<file path="config.mk">
export PLATFORM = sky130hd
export DESIGN_NAME = detour_fsm
export DESIGN_NICKNAME = d
export VERILOG_FILES = /design/src/rtl/detour_pkg.sv /design/src/rtl/detour_next.sv /design/src/rtl/detour_flag.sv /design/src/rtl/detour_fsm.sv
export SDC_FILE = /design/constraint.sdc
export NUM_CORES = 1
export LEC_CHECK = 0
export BUFFER_PORTS_ARGS = -buffer_cell sky130_fd_sc_hd__buf_2
export CORE_AREA = 3 3 40 42
export DETAILED_ROUTE_END_ITERATION = 12
export DIE_AREA = 0 0 43 45
export PLACE_DENSITY = 0.3
export SYNTH_ARGS = -nofsm -noshare
export SYNTH_HDL_FRONTEND = slang
export SYNTH_HIERARCHICAL = 1
export SYNTH_SLANG_ARGS = --single-unit
</file>
<file path="constraint.sdc">
create_clock -name clk -period 1.15 [get_ports clk]
set_clock_uncertainty 0.1 [all_clocks]
set_input_delay 0.115 -clock clk [delete_from_list [all_inputs] [get_ports clk]]
set_output_delay 0.115 -clock clk [all_outputs]
set_load 0.02 [all_outputs]
</file>
<file path="src/rtl/detour_pkg.sv">
package detour_pkg;
    localparam int STATE_W = 3;

    typedef enum logic [STATE_W-1:0] {
        ST_A = 3'd0,
        ST_B = 3'd1,
        ST_C = 3'd2,
        ST_D = 3'd3,
        ST_E = 3'd4,
        ST_F = 3'd5
    } route_state_t;
endpackage

</file>
<file path="src/rtl/detour_next.sv">
module detour_next
    import detour_pkg::*;
(
    input  route_state_t cur_i,
    input  logic         flag_i,
    input  logic         abort_i,
    output route_state_t nxt_o,
    output logic         set_o,
    output logic         clr_o
);
    always_comb begin
        // Every output gets a default first, so no path leaves one unassigned
        nxt_o = ST_A;
        set_o = 1'b0;
        clr_o = 1'b0;
        unique case (cur_i)
            ST_A: nxt_o = ST_B;
            ST_B: nxt_o = flag_i ? ST_F : ST_C;
            ST_C: begin
                if (abort_i) begin
                    nxt_o = ST_A;
                    set_o = 1'b1;
                end else begin
                    nxt_o = ST_D;
                end
            end
            ST_D: nxt_o = ST_E;
            ST_E: nxt_o = ST_A;
            ST_F: begin
                nxt_o = ST_A;
                clr_o = 1'b1;
            end
            default: nxt_o = ST_A;
        endcase
    end
endmodule

</file>
<file path="src/rtl/detour_flag.sv">
module detour_flag (
    input  logic clk,
    input  logic rst_n,
    input  logic set_i,
    input  logic clr_i,
    output logic flag_o
);
    logic flag_q;

    always_ff @(posedge clk or negedge rst_n) begin
        if (!rst_n)
            flag_q <= 1'b0;
        else if (set_i)
            flag_q <= 1'b1;
        else if (clr_i)
            flag_q <= 1'b0;
    end

    assign flag_o = flag_q;

    AST_SET_CLR_EXCL: assert property (@(posedge clk) disable iff (!rst_n)
        !(set_i && clr_i));
endmodule

</file>
<file path="src/rtl/detour_fsm.sv">
module detour_fsm
    import detour_pkg::*;
(
    input  logic               clk,
    input  logic               rst_n,
    input  logic               abort_in,
    output logic [STATE_W-1:0] state_o,
    output logic               flag_o
);
    route_state_t cur_q;
    route_state_t nxt_w;
    logic         set_w;
    logic         clr_w;
    logic         flag_w;

    always_ff @(posedge clk or negedge rst_n) begin
        if (!rst_n)
            cur_q <= ST_A;
        else
            cur_q <= nxt_w;
    end

    detour_next u_next (
        .cur_i   (cur_q),
        .flag_i  (flag_w),
        .abort_i (abort_in),
        .nxt_o   (nxt_w),
        .set_o   (set_w),
        .clr_o   (clr_w)
    );

    detour_flag u_flag (
        .clk    (clk),
        .rst_n  (rst_n),
        .set_i  (set_w),
        .clr_i  (clr_w),
        .flag_o (flag_w)
    );

    always_comb begin
        state_o = cur_q;
        flag_o  = flag_w;
    end

    AST_RESET_STATE: assert property (@(posedge clk)
        !rst_n |-> (state_o == 3'd0 && !flag_o));
    AST_A_TO_B: assert property (@(posedge clk) disable iff (!rst_n)
        state_o == 3'd0 |=> state_o == 3'd1);
    AST_B_PLAIN: assert property (@(posedge clk) disable iff (!rst_n)
        (state_o == 3'd1 && !flag_o) |=> state_o == 3'd2);
    AST_B_DETOUR: assert property (@(posedge clk) disable iff (!rst_n)
        (state_o == 3'd1 && flag_o) |=> state_o == 3'd5);
    AST_C_ABORT: assert property (@(posedge clk) disable iff (!rst_n)
        (state_o == 3'd2 && abort_in) |=> (state_o == 3'd0 && flag_o));
    AST_C_FORWARD: assert property (@(posedge clk) disable iff (!rst_n)
        (state_o == 3'd2 && !abort_in) |=> state_o == 3'd3);
    AST_E_WRAP: assert property (@(posedge clk) disable iff (!rst_n)
        state_o == 3'd4 |=> state_o == 3'd0);
    AST_F_CLEAR: assert property (@(posedge clk) disable iff (!rst_n)
        state_o == 3'd5 |=> (state_o == 3'd0 && !flag_o));
    AST_FLAG_HOLD: assert property (@(posedge clk) disable iff (!rst_n)
        (!(state_o == 3'd2 && abort_in) && state_o != 3'd5) |=> flag_o == $past(flag_o));
    AST_LEGAL_CODE: assert property (@(posedge clk) disable iff (!rst_n)
        state_o <= 3'd5);
endmodule

</file>
==> results.cfg <==
[sta]
max-slew-margin-rel_pct = 86.73
setup_ws_ns = -0.03851
final_max_slew_viol_count = 0
unrepaired_setup_endpoints_after_global_routing = yes
setup_viol = 1
max_clock_freq_ghz = 0.8414
timing.final.hold_violations = 0
min_period_ns = 1.189
tightest_slew_ns = 0.1973
fin_tns_setup_ns = -0.03851
fin_crit_sh_pct = 103.3

[grt]
grt_pass1_wl_um = 793
antenna_found_initial = 0
grt_pass1_vias = 192
grt.overflow.total = 0
global_routing_met1_resource_utilization_pct = 5.097
gr-usage-met2_pct = 9.281
gr-usage-all-layers_pct = 6.427
global_route_hottest_layer = met4
pin_count_of_the_biggest_net_entering_global_routing = 7
use_met3_pct = 2.789

[logic_synthesis]
dominant_combinational_cell_family_by_area_after_synthesis = simple AND/OR/NAND/NOR gates
post_synthesis_sequential_element_count = 4
post_synth_instance_area_um2 = 185.2
yosys-mux-area-fraction_pct = 0
post_synth_fa_ha_maj_area_fraction_pct = 0
syn_avg_cell_area_um2 = 11.57
fraction_of_the_mapped_netlist_area_in_simple_logic_gates_pct = 31.76
synth_cells = 16
syn_warnings = 6
synth-compound-area-share_pct = 12.16
yosys.area_share.xor_xnor_pct = 0
mappedNetlistNets = 19
netlist-cell-type-count = 11
synth.yosys.seq_area_share_pct = 54.05

[layout]
areaGrowthSynthToFinish_pct = 77.03
layout-drive-gt1-share_pct = 61.29
antenna-diode-count = 0
finish.cell_count_without_fillers = 46
design.final.nets = 35
final_cell_area_um2 = 327.8
fill_cell_total_of_the_finished_layout = 147
finish.utilization_pct = 25.51

[critical_path]
crit_path_end_kind = register
path_class = reg2reg
cp_cell_sequence = or4b_4 > o31ai_2
cp_slowest_stage_delay_ns = 0.52
setup.worst_path.start = state_o[0]$_DFF_PN0_
reg2reg_from = state_o[0]$_DFF_PN0_
worstPathArrival_ns = 1.24
critical_path.max_fanout = 4
critPathRequiredTime_ns = 1.20
startpoint_type = register
crit_path_top_delay_cell = or4b_4

[clock_network]
path_clk_slew_ns = 0.04
cts_tree = built
clock_sinks = 4
cts_root_buf = clkbuf_4
cts_made_buffers = 3
clk-insertion-delay-late_ns = 0.24
max-clock-path-buffers = 2
htree_num_levels = 1

[floorplanning]
floorplan.core_area_um2 = 1285
dieHeight_um = 45
die_width_um = 43
starting_density_of_the_core_pct = 14.41
std_cell_rows = 13
design.die.area_um2 = 1935
ios = 7

[detailed_routing]
detail_route.drc_violations = 0
wl_um = 498
routed_wire_length_per_instance_um = 10.83
routed_via_density = 3.913
ant_nets = 0
first_pass_iters = 4
detailedRoute.firstIterationViolations = 5
dr_total_vias = 180

[outcome]
outcome = finished with violations
failed_checks = setup timing

[placement]
placed_cell_area_um2 = 266.5
io_buffers = 6
dpl.cell_count = 41
place_congestion = 0.6271
pre_cts_slack_ns = -0.02114
hpwlAfterDp_um = 391.5

[power]
static-leakage-power_nw = 0.1568
p_per_area_nw_per_um2 = 2907
ir_drop_uv = 459.8

[worst_hold_path]
min-delay-start = abort_in
hold_path_class = in2reg

[run]
cap_violations = 0
metal layers:
metal  vias to the layer above  part of all wire (%)
li1                         87                     -
met5                         -                     0
met4                         0                     0
met2                         3                    60
met1                        90                    36
met3                         0                   3.8
flip-flops by register name (all words and copies together) (netlist names):
register and cells:
u_flag/flag_o 1, state_o 3
placed cells by master, fill, tap and decap left out:
master | Yosys | final
dfrtp_1 | 4 | 2
nor2b_1 | 1 | 1
inv_1 | 1 | 1
o31ai_1 | 2 | 1
buf_2 | 0 | 4
buf_4 | 0 | 3
o31ai_2 | 0 | 1
or3_1 | 1 | 1
clkbuf_1 | 0 | 1
clkbuf_4 | 0 | 3
and4bb_2 | 1 | 1
dfrtp_2 | 0 | 2
and3b_2 | 1 | 1
dlygate4sd3_1 | 0 | 1
a21o_1 | 1 | 1
nor2_1 | 2 | 2
or4b_4 | 0 | 1
buf_6 | 0 | 3
nand2b_1 | 1 | 1
power breakdown:
group,internal [mW],switching [mW]
combinational,0.258,0.210
clock,0.131,0.0639
sequential,0.211,0.0797
cells in the mapped netlist (all sizes together):
| library cell | instances | share of area (%) |
|---|---|---|
| nand2b | 1 | 3.4 |
| and3b | 1 | 5.4 |
| nor2b | 1 | 3.4 |
| or4b | 1 | 5.4 |
| dfrtp | 4 | 54 |
| or3 | 1 | 3.4 |
| inv | 1 | 2.0 |
| o31ai | 2 | 8.1 |
| a21o | 1 | 4.1 |
| and4bb | 1 | 6.8 |
| nor2 | 2 | 4.1 |
timing repair:
action                                 in CTS  in global routing
endpoints found under the hold margin       4                  0
resized for setup                           5                  2
cloned                                      0                  0
hold buffers                                1                  0
setup endpoints to repair                   3                  2
buffers inserted                            0                  0
path summary, 6_finish.rpt:
check,slack [ns],to,cells after the start
hold / removal,0.08,state_o[0]$_DFF_PN0_,3
max in group asynchronous,0.71,state_o[2]$_DFF_PN0_,2
min in group asynchronous,0.11,state_o[0]$_DFF_PN0_,2
hold reg to reg,0.45,state_o[1]$_DFF_PN0_,1
setup / recovery,-0.04,state_o[1]$_DFF_PN0_,2
setup reg to reg,-0.04,state_o[1]$_DFF_PN0_,2
kinds of logic after synthesis:
group,Yosys count
simple gates,8
compound gates,3
flops,4
buf+inv,1
cell type report:
| class | instances | area, um^2 | share of cell area [%] |
|---|---|---|---|
| clock buffers | 4 | 26.28 | 8.015 |
| inverters | 1 | 3.754 | 1.145 |
| repair buffers | 11 | 86.33 | 26.34 |
| well taps | 15 | 18.77 | 5.725 |
| flip-flops and latches | 4 | 102.6 | 31.30 |
| multi-input cells | 11 | 90.09 | 27.48 |
worst max-delay path: cells and delay by family, from the launching register on:
family           cells  cell delay (ns)
AO/OA/AOI/OAI        1             0.07
flip-flops           1             0.41
AND/OR/NAND/NOR      1             0.52
metrics by stage:
stage | total power [mW] | hold WS [ns]
3_5_place_dp | 0.6815 | -0.1754
3_3_place_gp | 0.6769 | -0.1729
2_1_floorplan | 0.4800 | -0.2806
4_1_cts | 0.9474 | 0.05862
5_1_grt | 1.019 | 0.07655
6_report | 0.9528 | 0.08211
Power figures use the tool's default switching activity.
